<file path="config.mk">
export PLATFORM = sky130hd
export DESIGN_NAME = dmem_pair_arbiter
export DESIGN_NICKNAME = d
export VERILOG_FILES = /design/src/rtl/dpc_pkg.sv /design/src/rtl/dpc_slot_decode.sv /design/src/rtl/dpc_clash_cmp.sv /design/src/rtl/dpc_pair_seq.sv /design/src/rtl/dmem_pair_arbiter.sv
export SDC_FILE = /design/constraint.sdc
export NUM_CORES = 1
export LEC_CHECK = 0
export ABC_CLOCK_PERIOD_IN_PS = 3950
export BUFFER_PORTS_ARGS = -buffer_cell sky130_fd_sc_hd__buf_2
export CORE_ASPECT_RATIO = 1.2
export CORE_UTILIZATION = 30
export CTS_CLUSTER_DIAMETER = 80
export DETAILED_ROUTE_END_ITERATION = 10
export PLACE_DENSITY_LB_ADDON = 0.15
export SLEW_MARGIN = 20
export SYNTH_ARGS = -nofsm -noshare
export SYNTH_HDL_FRONTEND = slang
export SYNTH_HIERARCHICAL = 1
export SYNTH_SLANG_ARGS = --single-unit
</file>
<file path="constraint.sdc">
create_clock -name clk -period 3.95 [get_ports clk]
set_clock_uncertainty 0.2 [all_clocks]
set_input_delay 0.79 -clock clk [delete_from_list [all_inputs] [get_ports clk]]
set_output_delay 0.79 -clock clk [all_outputs]
set_load 0.005 [all_outputs]
</file>
<file path="src/rtl/dpc_pkg.sv">
package dpc_pkg;

    // Address bit positions whose equality defines a physical clash.
    localparam int HALF_BIT = 16;
    localparam int SUB_HI   = 13;
    localparam int SUB_LO   = 12;
    localparam int POL_BIT  = 2;

    typedef enum logic [1:0] {
        REGION_NONE = 2'd0,
        REGION_A    = 2'd1,
        REGION_B    = 2'd2
    } region_e;

    typedef struct packed {
        logic       live;
        region_e    region;
        logic       half;
        logic [1:0] sub;
        logic       pol;
    } slot_key_t;

    typedef enum logic {
        SEQ_OPEN   = 1'b0,
        SEQ_SECOND = 1'b1
    } seq_state_e;

    function automatic logic keys_clash(input slot_key_t k0, input slot_key_t k1);
        logic same_slice;
        same_slice = (k0.half == k1.half) && (k0.sub == k1.sub) && (k0.pol == k1.pol);
        return k0.live && k1.live && (k0.region != REGION_NONE)
            && (k0.region == k1.region) && same_slice;
    endfunction

endpackage

</file>
<file path="src/rtl/dpc_slot_decode.sv">
module dpc_slot_decode
    import dpc_pkg::*;
#(
    parameter int TAG_W = 12
) (
    input  logic             live,
    input  logic [TAG_W-1:0] tag_field,
    input  logic             half_sel,
    input  logic [1:0]       sub_sel,
    input  logic             word_pol,
    input  logic [TAG_W-1:0] tag_a,
    input  logic [TAG_W-1:0] tag_b,
    output slot_key_t        key
);

    region_e region;

    always_comb begin
        if (tag_field == tag_a) begin
            region = REGION_A;
        end else if (tag_field == tag_b) begin
            region = REGION_B;
        end else begin
            region = REGION_NONE;
        end
    end

    always_comb begin
        key        = '0;
        key.live   = live;
        key.region = region;
        key.half   = half_sel;
        key.sub    = sub_sel;
        key.pol    = word_pol;
    end

endmodule

</file>
<file path="src/rtl/dpc_clash_cmp.sv">
module dpc_clash_cmp
    import dpc_pkg::*;
(
    input  slot_key_t key0,
    input  slot_key_t key1,
    output logic      clash
);

    always_comb begin
        clash = keys_clash(key0, key1);
    end

endmodule

</file>
<file path="src/rtl/dpc_pair_seq.sv">
module dpc_pair_seq
    import dpc_pkg::*;
#(
    parameter int ADDR_W = 32
) (
    input  logic              clk,
    input  logic              rst,
    input  logic              clash,
    input  logic              live0,
    input  logic [ADDR_W-1:0] addr0,
    input  logic              live1,
    input  logic [ADDR_W-1:0] addr1,
    output logic              conflict,
    output logic              stall,
    output logic              second,
    output logic              lane0_vld,
    output logic [ADDR_W-1:0] lane0_addr,
    output logic              lane1_vld,
    output logic [ADDR_W-1:0] lane1_addr
);

    seq_state_e        state_q;
    seq_state_e        state_d;
    logic [ADDR_W-1:0] held_q;
    logic              split_now;

    assign split_now = (state_q == SEQ_OPEN) && clash;

    always_comb begin
        case (state_q)
            SEQ_OPEN:   state_d = split_now ? SEQ_SECOND : SEQ_OPEN;
            SEQ_SECOND: state_d = SEQ_OPEN;
            default:    state_d = SEQ_OPEN;
        endcase
    end

    always_ff @(posedge clk) begin
        if (rst) begin
            state_q <= SEQ_OPEN;
            held_q  <= '0;
        end else begin
            state_q <= state_d;
            if (split_now) begin
                held_q <= addr1;
            end
        end
    end

    always_comb begin
        conflict   = split_now;
        stall      = split_now;
        second     = (state_q == SEQ_SECOND);
        lane0_vld  = 1'b0;
        lane0_addr = '0;
        lane1_vld  = 1'b0;
        lane1_addr = '0;
        if (state_q == SEQ_SECOND) begin
            lane1_vld  = 1'b1;
            lane1_addr = held_q;
        end else begin
            lane0_vld  = live0;
            lane0_addr = live0 ? addr0 : '0;
            lane1_vld  = live1 && !clash;
            lane1_addr = (live1 && !clash) ? addr1 : '0;
        end
    end

endmodule

</file>
<file path="src/rtl/dmem_pair_arbiter.sv">
module dmem_pair_arbiter
    import dpc_pkg::*;
#(
    parameter int ADDR_W  = 32,
    parameter int TAG_LSB = 20,
    parameter int TAG_W   = 12
) (
    input  logic              clk,
    input  logic              rst,
    input  logic              a0_vld,
    input  logic [ADDR_W-1:0] a0_addr,
    input  logic              a1_vld,
    input  logic [ADDR_W-1:0] a1_addr,
    input  logic [TAG_W-1:0]  region_a_tag,
    input  logic [TAG_W-1:0]  region_b_tag,
    output logic              conflict,
    output logic              stall,
    output logic              second,
    output logic              lane0_vld,
    output logic [ADDR_W-1:0] lane0_addr,
    output logic              lane1_vld,
    output logic [ADDR_W-1:0] lane1_addr
);

    localparam int TAG_MSB = TAG_LSB + TAG_W - 1;
    localparam int NUM_REQ = 2;

    logic [ADDR_W-1:0] req_addr [NUM_REQ];
    logic              req_live [NUM_REQ];
    slot_key_t         key      [NUM_REQ];
    logic              clash;

    assign req_addr[0] = a0_addr;
    assign req_addr[1] = a1_addr;
    assign req_live[0] = a0_vld;
    assign req_live[1] = a1_vld;

    generate
        for (genvar g = 0; g < NUM_REQ; g++) begin : g_dec
            dpc_slot_decode #(
                .TAG_W (TAG_W)
            ) u_dec (
                .live      (req_live[g]),
                .tag_field (req_addr[g][TAG_MSB:TAG_LSB]),
                .half_sel  (req_addr[g][HALF_BIT]),
                .sub_sel   (req_addr[g][SUB_HI:SUB_LO]),
                .word_pol  (req_addr[g][POL_BIT]),
                .tag_a     (region_a_tag),
                .tag_b     (region_b_tag),
                .key       (key[g])
            );
        end
    endgenerate

    dpc_clash_cmp u_cmp (
        .key0  (key[0]),
        .key1  (key[1]),
        .clash (clash)
    );

    dpc_pair_seq #(
        .ADDR_W (ADDR_W)
    ) u_seq (
        .clk        (clk),
        .rst        (rst),
        .clash      (clash),
        .live0      (a0_vld),
        .addr0      (a0_addr),
        .live1      (a1_vld),
        .addr1      (a1_addr),
        .conflict   (conflict),
        .stall      (stall),
        .second     (second),
        .lane0_vld  (lane0_vld),
        .lane0_addr (lane0_addr),
        .lane1_vld  (lane1_vld),
        .lane1_addr (lane1_addr)
    );

endmodule

</file>
Word-level counts from Yosys, hierarchy flattened:

Index checks and enable logic that the tools add are counted.

* flip-flop bits (word level): 33
* bits of input ports: 92
* output and inout bits: 69
* logic and storage cells: 33

* equal/unequal tests: 8
* mux-type cells: 12
* bitwise operators: 1
* reduce and logical (&&, ||, !) cells: 10

Operator list (count)
* $mux 32: 4
* $eq 12x12->1: 4
* $logic_and 1x1->1: 8
* $mux 2: 4
* $eq 2x2->1: 2
* $mux 1: 3
* $eq 1x1->1: 2
* $pmux 1 s2: 1
* $reduce_bool 2->1: 1
* $logic_not 1->1: 1
* $not 1->1: 1

Longest topological paths before layout:

Gate-level depths: netlist of run 1.

* depth after elaboration: 11
* depth in mapped cells: 10
* gate-level depth less buffers: 9

By module:

The synthesis of run 1 kept the hierarchy.

By module, submodules not included
* dpc_pair_seq: times used 1, cells an instance 293, area an instance 2274.7 µm², seq. area each 660.6 µm²
* dpc_slot_decode: times used 2, cells an instance 37, area an instance 307.8 µm², seq. area each 0.0 µm²
* dpc_clash_cmp: times used 1, cells an instance 10, area an instance 82.6 µm², seq. area each 0.0 µm²

Worst setup path after synthesis of run 1:

Ideal clock, no wire load.

* path type: in2out
* from: in a0_addr[20]
* to: out stall
* data arrival time: 2.402 ns
* required time: 2.960 ns
* path slack: 0.558 ns
* stages on the path: 10
* buffers on the path: 2
* cell sequence: xnor2_1 nand4_1 nor3_2 nor4_2 nor3b_2 a21oi_1 nor3_2 nor2b_4 buf_4 buf_4

RTL lines
* from (decl): line dmem_pair_arbiter.sv:11 `input logic [ADDR_W-1:0] a0_addr,`
* to (decl): line dmem_pair_arbiter.sv:17 `output logic stall,`

==> impl_results.rst, run 1 <==
.. list-table::
   :header-rows: 1

   * - Metric
     - Value
   * - Layout overhead on the synthesized area
     - 32.2%
   * - Overall overflow remaining after global route
     - 0
   * - Crit path launch type
     - primary input
   * - Peak supply drop
     - 0.169 mV
   * - Met2 routed WL
     - 4.38 mm
   * - Achievable clock frequency
     - 267 MHz
   * - Count of max-cap constraint violations
     - 0
   * - FILL cells
     - 1027
   * - Drt first pass iters
     - 4
   * - Post-detailed-route wirelength per cell
     - 13.8 um
   * - Cell area after synthesis
     - 2970 um2
   * - Net Count, Synth
     - 469
   * - Crit share post-route
     - 94.7%
   * - Number of DRC markers after the initial detailed-route iteration
     - 75
   * - Clock-pin slew on the worst setup and hold paths
     - 0.05 ns
   * - Kind of critical path
     - primary input to output port
   * - Kind of end point of the critical path
     - output port
   * - Outcome
     - finished clean
   * - DRT met1 WL
     - 3.83 mm
   * - Clock tree root buffer cell
     - clkbuf_16
   * - Port Buf Inserts
     - 160
   * - Area of the multi-input gates
     - 2080 um2
   * - Overall via count from detail_route
     - 2957
   * - Number of sinks driven by the clock tree
     - 33
   * - Core outline area
     - 9560 um2
   * - WP data arrival
     - 2.75 ns
   * - TritonCTS Buffers
     - 5
   * - Data required time of the critical path
     - 2.96 ns
   * - Final critical-path required period
     - 3.74 ns
   * - Die Ht
     - 111 um
   * - Post-CTS resize count
     - 0
   * - Top routing layer in use
     - met4
   * - Latest clock arrival within the worst-skew pair
     - 0.27 ns
   * - Unrepaired setup endpoints after global routing
     - no
   * - Most common cell after layout, fill and taps aside
     - buf_2
   * - Via/cell ratio
     - 4.66
   * - Effective utilization at floorplan
     - 31.1%
   * - Horizontal die dimension
     - 92.9 um
   * - Number of antenna violations at the first check in global routing
     - 0
   * - Setup TNS
     - 0 ns
   * - Die ar.
     - 10300 um2
   * - Number of global-route vias before repair
     - 2853
   * - Sequential element share of the synthesized area
     - 22.2%
   * - Clock buffer depth
     - 2
   * - Final-report hold violation count
     - 0
   * - Number of antenna-violating nets in the routed design
     - 0
   * - Power density over the cells
     - 257 nW/um2
   * - Commonest cells after routing, fill and taps aside
     - 160 x buf_2, 66 x nand2b_1, 53 x xnor2_1
   * - Syn_area_per_cell
     - 7.89 um2
   * - Number of library cell types mapped by synthesis
     - 21
   * - Share of cells above drive strength 1
     - 36.0%
   * - Routability cong.
     - 0.817
   * - TritonCTS clock tree
     - done
   * - Maximum fanout encountered on the critical timing path
     - 33
   * - Rows
     - 39
   * - Cell count after synthesis
     - 377
   * - Max-slew violation count
     - 0
   * - Hold Path Class
     - register to register
   * - Maximum number of pins on one net before global-route repair
     - 66
   * - Number of H-tree branching levels
     - 2
   * - Post-layout net count
     - 602
   * - Flip-flop and latch count after synthesis
     - 33
   * - Max-slew headroom at the worst pin
     - 43.3%
   * - Total GRT Usage
     - 16.9%
   * - Total wirelength of the detailed-routed design
     - 8.75 mm
   * - Static leakage power
     - 1.62 nW
   * - Met3 WL
     - 421 um
   * - Number of setup violations in the final report
     - 0
   * - Cts-stage hold buffer count
     - 0
   * - Slew of the pin with the lowest slew margin
     - 0.850 ns
   * - Global-route wire length before repair
     - 14.1 mm
   * - Antenna diodes
     - 0
   * - Yosys warning total
     - 6
   * - Combined flip-flop and latch cell area
     - 662 um2
   * - Number of remaining DRC errors
     - 0
   * - Worst hold slack
     - 0.266 ns
   * - Post-CTS setup buffer count
     - 0
   * - Half-perimeter wire length of the detailed placement result
     - 6.46 mm
   * - IO Count
     - 161
worst paths after layout:
kind / from / cells after the start / slack, ns / end
worst max-delay path: a1_addr[28] / 12 / 0.21 / lane1_addr[0]
worst min-delay path: u_seq/held_q[25] / 2 / 0.27 / u_seq/held_q[25]
worst max register to register: u_seq/second / 4 / 1.94 / u_seq/second
worst min register to register: u_seq/held_q[25] / 2 / 0.27 / u_seq/held_q[25]
per-stage QoR:
stage / cell area (um2) / worst slack, ns / power [W] / utilization [%] / instances
after global routing: 3930 / 0.000808 / 0.00106 / 41.1 / 634
after global placement: 3760 / 0.247 / 0.000568 / 39.3 / 626
after CTS: 3930 / 0.192 / 0.00103 / 41.1 / 634
final: 3930 / 0.209 / 0.00101 / 41.1 / 634
after detailed placement: 3760 / 0.212 / 0.000569 / 39.3 / 626
after floorplan: 2970 / 0.558 / 0.000459 / - / 377
area by class of cell:
cell class              instances  area share (%)
well taps                     123            3.92
repair buffers                167            22.0
multi-input cells             303            52.8
clock inverters                 3            1.18
clock buffers                   5            3.18
flip-flops and latches         33            16.8
sequential cells by signal (all words and copies together), names as in the netlist:
name,count
u_seq/held_q,32
u_seq/second,1
cells by family after synthesis:
| kind of cell | count (synthesis) | share of synthesized area [%] |
|---|---|---|
| xor+xnor | 53 | 15.6 |
| compound gates | 65 | 10.9 |
| buf+inv | 41 | 8.12 |
| flops | 33 | 22.2 |
| simple gates | 185 | 43.1 |
critical path: stages:
cell and delay [ns]:
buf_2 0.15, xnor2_1 0.16, nand4_1 0.14, nor3_2 0.28
nor4_2 0.10, xnor2_1 0.20, nand4_1 0.17, nor3_4 0.15
nand2b_1 0.17, buf_12 0.20, o21ai_0 0.11, buf_2 0.13
synthesized netlist by cell type:
cell type  instances  area share (%)
nand2_1           32             4.0
nand2b_1          66              14
o21ai_0           33             5.6
and2_1            32             6.7
nor2b_4            2            0.93
buf_4             16             4.0
buf_2              8             1.3
nor4_2             2            0.84
nor2b_1            1            0.21
nand4bb_1         32              12
nor3b_2            1            0.42
clkbuf_2           2            0.34
nor3_2             3             1.0
o21ai_1           31             5.2
clkbuf_1          13             1.6
a21oi_1            1            0.17
nand3_1            1            0.17
dfxtp_1           33              22
nand4_1           13             2.7
xnor2_1           53              16
buf_6              2            0.76
per-layer routing:
metal / vias to the layer above / GRT usage, %
li1: 1526 / -
met2: 83 / 29.6
met3: 8 / 3.22
met5: - / 0
met4: 0 / 3.79
met1: 1340 / 21.2
power by group:
group / internal [W] / total [W] / switching, W
clock network: 0.000298 / 0.000453 / 0.000154
logic: 0.000121 / 0.000226 / 0.000105
registers: 0.000333 / 0.000333 / 0.00000000202
total: 0.000752 / 0.00101 / 0.000260
Note: power is estimated with default switching activity, not from simulation.
==> inputs of run 2 (changes only) <==
CELL_PAD_IN_SITES_DETAIL_PLACEMENT = 2   (was default)
CELL_PAD_IN_SITES_GLOBAL_PLACEMENT = 2   (was default)
CORE_UTILIZATION = 24   (was 30)
==> impl_results.rst, run 2 (synthesis gave the netlist of run 1 again) <==
.. list-table::
   :header-rows: 1

   * - Metric
     - Value
   * - Outcome
     - finished clean
   * - Setup TNS
     - 0 ns
   * - Number of H-tree branching levels
     - 2
   * - Max-slew violation count
     - 0
   * - Clock tree root buffer cell
     - clkbuf_16
   * - Final critical-path required period
     - 3.75 ns
   * - Kind of cell adding the most delay to the critical path
     - simple AND/OR/NAND/NOR gates
   * - Crit share post-route
     - 94.9%
   * - Drt first pass iters
     - 4
   * - Final-report hold violation count
     - 0
   * - Worst hold start
     - u_seq/held_q[25]
   * - Max reg flops
     - 32
   * - Total GRT Usage
     - 16.6%
   * - Commonest cells after routing, fill and taps aside
     - 160 x buf_2, 65 x nand2b_1, 53 x xnor2_1
   * - Crit path launch type
     - primary input
   * - Final standard cell count with taps included and fillers excluded
     - 675
   * - Data required time of the critical path
     - 2.96 ns
   * - TritonCTS Buffers
     - 5
   * - Kind of critical path
     - primary input to output port
   * - Max-slew headroom at the worst pin
     - 42.0%
   * - Number of setup violations in the final report
     - 0
   * - Slew of the pin with the lowest slew margin
     - 0.870 ns
   * - Achievable clock frequency
     - 267 MHz
   * - Share of cells above drive strength 1
     - 36.8%
   * - Power density over the cells
     - 238 nW/um2
   * - IO Count
     - 161
   * - Antenna diodes
     - 0
   * - TritonCTS clock tree
     - done
   * - Maximum fanout encountered on the critical timing path
     - 20
   * - Delay contributed by the slowest stage of the critical path
     - 0.39 ns
   * - Cts-stage hold buffer count
     - 0
   * - Global-route wire length before repair
     - 17.0 mm
   * - Die Ht
     - 124 um
   * - Rows
     - 44
   * - Horizontal die dimension
     - 104 um
   * - Via/cell ratio
     - 4.63
   * - Latest clock arrival within the worst-skew pair
     - 0.28 ns
   * - Number of antenna violations at the first check in global routing
     - 0
   * - Die ar.
     - 12800 um2
   * - Number of antenna-violating nets in the routed design
     - 0
   * - Post-detailed-route wirelength per cell
     - 16.3 um
   * - Slowest cell on the critical path
     - nor4_2
   * - Hold Path Class
     - register to register
   * - Total wirelength of the detailed-routed design
     - 11.0 mm
   * - Number of global-route vias before repair
     - 3267
   * - Overall overflow remaining after global route
     - 0
   * - Buffers and inverters on the worst path
     - 3
   * - FILL cells
     - 1461
   * - Number of DRC markers after the initial detailed-route iteration
     - 63
   * - Half-perimeter wire length of the detailed placement result
     - 8.39 mm
   * - Register-to-register path setup slack
     - 1.93 ns
   * - Core outline area
     - 12100 um2
   * - Number of stages on the worst setup path
     - 12
   * - Largest reg by FF count
     - u_seq/held_q
   * - Maximum number of pins on one net before global-route repair
     - 66
   * - WP data arrival
     - 2.76 ns
   * - Peak supply drop
     - 0.244 mV
   * - Most common cell after layout, fill and taps aside
     - buf_2
   * - First element of the critical path
     - a0_addr[20]
   * - Number of remaining DRC errors
     - 0
   * - Beginning of the worst register-to-register path
     - u_seq/second
   * - Post-layout net count
     - 605
   * - Overall via count from detail_route
     - 3128
   * - Kind of end point of the critical path
     - output port
   * - Crit path top cell by count
     - buf_2
   * - Routability cong.
     - 0.766
   * - Unrepaired setup endpoints after global routing
     - no
   * - Clock-pin slew on the worst setup and hold paths
     - 0.06 ns
   * - R2R depth
     - 4
   * - Number of cells in the design after placement
     - 666
   * - Port Buf Inserts
     - 160
   * - Hold Path Depth
     - 2
   * - Effective utilization at floorplan
     - 24.5%
   * - Number of sinks driven by the clock tree
     - 33
   * - Static leakage power
     - 1.65 nW
   * - Count of max-cap constraint violations
     - 0
   * - Ordered cell list for the critical path
     - buf_2 -> xnor2_1 -> nand4_1 -> nor3_2 -> nor4_2 -> nor3b_2 -> a21oi_2 -> nor3_4 -> nand2b_2 -> buf_12 -> o21ai_1 -> buf_2
   * - Clock buffer depth
     - 2
   * - Layout overhead on the synthesized area
     - 34.6%
run 2: stage by stage:
step | hold slack, ns | setup WS [ns] | power, W | utilization, % | area (um2)
after floorplan | 0.242 | 0.558 | 0.000459 | - | 2970
after global placement | 0.257 | 0.147 | 0.000577 | 31.7 | 3830
after detailed placement | 0.261 | 0.0532 | 0.000582 | 31.7 | 3830
after CTS | 0.272 | 0.0295 | 0.000969 | 32.8 | 3980
after global routing | 0.302 | 0.0361 | 0.00100 | 33.0 | 4000
final | 0.269 | 0.203 | 0.000952 | 33.0 | 4000
run 2: metal layers:
metal	wire length, um	GRT usage [%]	up-vias	part of all wire, %
met3	474	3.19	8	4.3
met4	122	3.08	0	1.1
met1	4600	19.0	1504	42
li1	-	-	1531	-
met2	5780	32.1	85	53
met5	0	0	-	0
run 2: repair_timing:
item,in CTS,in global routing
buffers inserted,0,1
endpoints found under the setup margin,0,33
gates resized for setup,0,4
run 2: tightest hold or removal path: stages, from the launching register on:
cell and delay, ns:
dfxtp_1 0.31, nand2b_1 0.07, o21ai_1 0.05
run 2: final timing paths:
check / to
min reg2reg: u_seq/held_q[25]
max reg2reg: u_seq/second
min: u_seq/held_q[25]
max: lane1_addr[30]
run 2: layout make-up:
class | count | area (um2) | area share, %
flip-flops and latches | 33 | 662 | 16.5
multi-input cells | 303 | 2090 | 52.2
repair buffers | 170 | 905 | 22.6
clock buffers | 5 | 125 | 3.13
clock inverters | 3 | 17.5 | 0.438
well taps | 161 | 201 | 5.04
run 2: power breakdown:
part	leakage [nW]	internal (W)	switching (W)
sequential	0.266	0.000333	0.00000000216
clock	0.0696	0.000231	0.000150
combinational	1.31	0.000123	0.000115
total	1.65	0.000687	0.000265
==> inputs of run 3 (changes only) <==
ABC_CLOCK_PERIOD_IN_PS = default   (was 3950)
CTS_BUF_LIST = sky130_fd_sc_hd__clkbuf_2   (was default)
==> impl_results.rst, run 3 (synthesis gave the netlist of run 1 again) <==
.. list-table::
   :header-rows: 1

   * - Metric
     - Value
   * - Routability cong.
     - 0.766
   * - Max reg flops
     - 32
   * - Ordered cell list for the critical path
     - buf_2 -> xnor2_1 -> nand4_1 -> nor3_4 -> nor4_2 -> xnor2_1 -> nand4_1 -> nor3_4 -> nand2b_2 -> buf_12 -> o21ai_1 -> buf_2
   * - Post-route design area
     - 3900 um2
   * - Count of max-cap constraint violations
     - 0
   * - Slowest cell on the critical path
     - nor3_4
   * - Commonest cells after routing, fill and taps aside
     - 160 x buf_2, 65 x nand2b_1, 53 x xnor2_1
   * - Rows
     - 44
   * - Slew of the pin with the lowest slew margin
     - 0.880 ns
   * - Max-slew violation count
     - 0
   * - Latest clock arrival within the worst-skew pair
     - 0.38 ns
   * - Horizontal die dimension
     - 104 um
   * - Data required time of the critical path
     - 2.96 ns
   * - Drt first pass iters
     - 4
   * - Unrepaired setup endpoints after global routing
     - no
   * - Outcome
     - finished clean
   * - Crit path launch type
     - primary input
   * - TritonCTS Buffers
     - 5
   * - Peak supply drop
     - 0.0840 mV
   * - Overall via count from detail_route
     - 3136
   * - Layout overhead on the synthesized area
     - 31.2%
   * - Die ar.
     - 12800 um2
   * - Place WS
     - 0.0532 ns
   * - Register-to-register path setup slack
     - 1.91 ns
   * - Kind of end point of the critical path
     - output port
   * - Final critical-path required period
     - 3.74 ns
   * - Total chip power
     - 0.000743 W
   * - Max-slew headroom at the worst pin
     - 41.3%
   * - Hold Path Class
     - register to register
   * - Core outline area
     - 12100 um2
   * - Maximum number of pins on one net before global-route repair
     - 66
   * - Effective utilization at floorplan
     - 24.5%
   * - Clock-pin slew on the worst setup and hold paths
     - 0.21 ns
   * - Number of antenna-violating nets in the routed design
     - 0
   * - Antenna diodes
     - 0
   * - Kind of cell adding the most delay to the critical path
     - simple AND/OR/NAND/NOR gates
   * - Number of global-route vias before repair
     - 3273
   * - Worst hold slack
     - 0.284 ns
   * - Largest reg by FF count
     - u_seq/held_q
   * - Static leakage power
     - 1.60 nW
   * - Global-route wire length before repair
     - 17.0 mm
   * - Clock buffer depth
     - 2
   * - Number of sinks driven by the clock tree
     - 33
   * - Achievable clock frequency
     - 267 MHz
   * - Post-detailed-route wirelength per cell
     - 16.1 um
   * - Clock tree root buffer cell
     - clkbuf_2
   * - Via/cell ratio
     - 4.65
   * - Total GRT Usage
     - 16.6%
   * - Kind of critical path
     - primary input to output port
   * - Die Ht
     - 124 um
   * - Most common cell after layout, fill and taps aside
     - buf_2
   * - Power density over the cells
     - 191 nW/um2
   * - Share of cells above drive strength 1
     - 36.8%
   * - Number of remaining DRC errors
     - 0
   * - Overall overflow remaining after global route
     - 0
   * - Total wirelength of the detailed-routed design
     - 10.9 mm
   * - Crit share post-route
     - 94.7%
   * - IO Count
     - 161
   * - Beginning of the worst register-to-register path
     - u_seq/second
   * - Number of DRC markers after the initial detailed-route iteration
     - 72
   * - Number of antenna violations at the first check in global routing
     - 0
   * - Post-layout net count
     - 605
   * - TritonCTS clock tree
     - done
   * - Buffers and inverters on the worst path
     - 3
   * - WP data arrival
     - 2.75 ns
   * - Number of setup violations in the final report
     - 0
   * - Worst hold start
     - u_seq/held_q[25]
   * - Half-perimeter wire length of the detailed placement result
     - 8.39 mm
   * - Port Buf Inserts
     - 160
   * - Setup TNS
     - 0 ns
   * - Delay contributed by the slowest stage of the critical path
     - 0.22 ns
   * - Placed inst area
     - 3830 um2
   * - First element of the critical path
     - a1_addr[23]
   * - Number of H-tree branching levels
     - 2
   * - Final worst-path setup slack
     - 0.210 ns
   * - Final-report hold violation count
     - 0
   * - Maximum fanout encountered on the critical timing path
     - 20
run 3: changes by cell type in the layout (fill, tap and decap cells not counted):
cell / before / now
clkbuf_16: 5 / 0
clkbuf_2: 0 / 5
run 3: layer usage:
metal / share of wire (%) / up-vias / routed length [um] / global-route usage [%]
met2: 53 / 87 / 5720 / 31.7
li1: - / 1529 / - / -
met1: 42 / 1512 / 4570 / 19.2
met4: 1.1 / 0 / 123 / 3.35
met5: 0 / - / 0 / 0
met3: 4.4 / 8 / 477 / 3.19
run 3: repair_timing:
item | CTS | global route
setup buffers | 0 | 1
hold buffers | 0 | 0
setup endpoints to repair | 0 | 33
gates resized for setup | 0 | 4
run 3: where the power goes:
group / internal [W] / total (W) / switching, W
clock: 0.0000414 / 0.000172 / 0.000130
sequential: 0.000334 / 0.000334 / 0.00000000216
combinational: 0.000123 / 0.000238 / 0.000115
total: 0.000498 / 0.000743 / 0.000245
run 3: metrics by stage:
| step | cells | util (%) |
|---|---|---|
| 2_1_floorplan | 377 | - |
| 3_3_place_gp | 666 | 31.7 |
| 3_5_place_dp | 666 | 31.7 |
| 4_1_cts | 674 | 32.0 |
| 5_1_grt | 675 | 32.2 |
| 6_report | 675 | 32.2 |
run 3: final cells by class:
class | instances | area (um2)
Clock buffer | 5 | 25.0
Clock inverter | 3 | 17.5
Fill cell | 1468 | 8210
Multi-Input combinational cell | 303 | 2090
Sequential cell | 33 | 662
Tap cell | 161 | 201
Timing Repair Buffer | 170 | 905
run 3: final timing paths:
check,end,depth (start not counted)
worst max-delay path,lane1_addr[30],12
worst max register to register,u_seq/second,4
worst min register to register,u_seq/held_q[25],2
worst min-delay path,u_seq/held_q[25],2
run 3: tightest hold or removal path, delay by kind of cell (launching register included):
family	cells	cell delay [ns]
simple gates	1	0.07
compound gates	1	0.05
flops	1	0.36
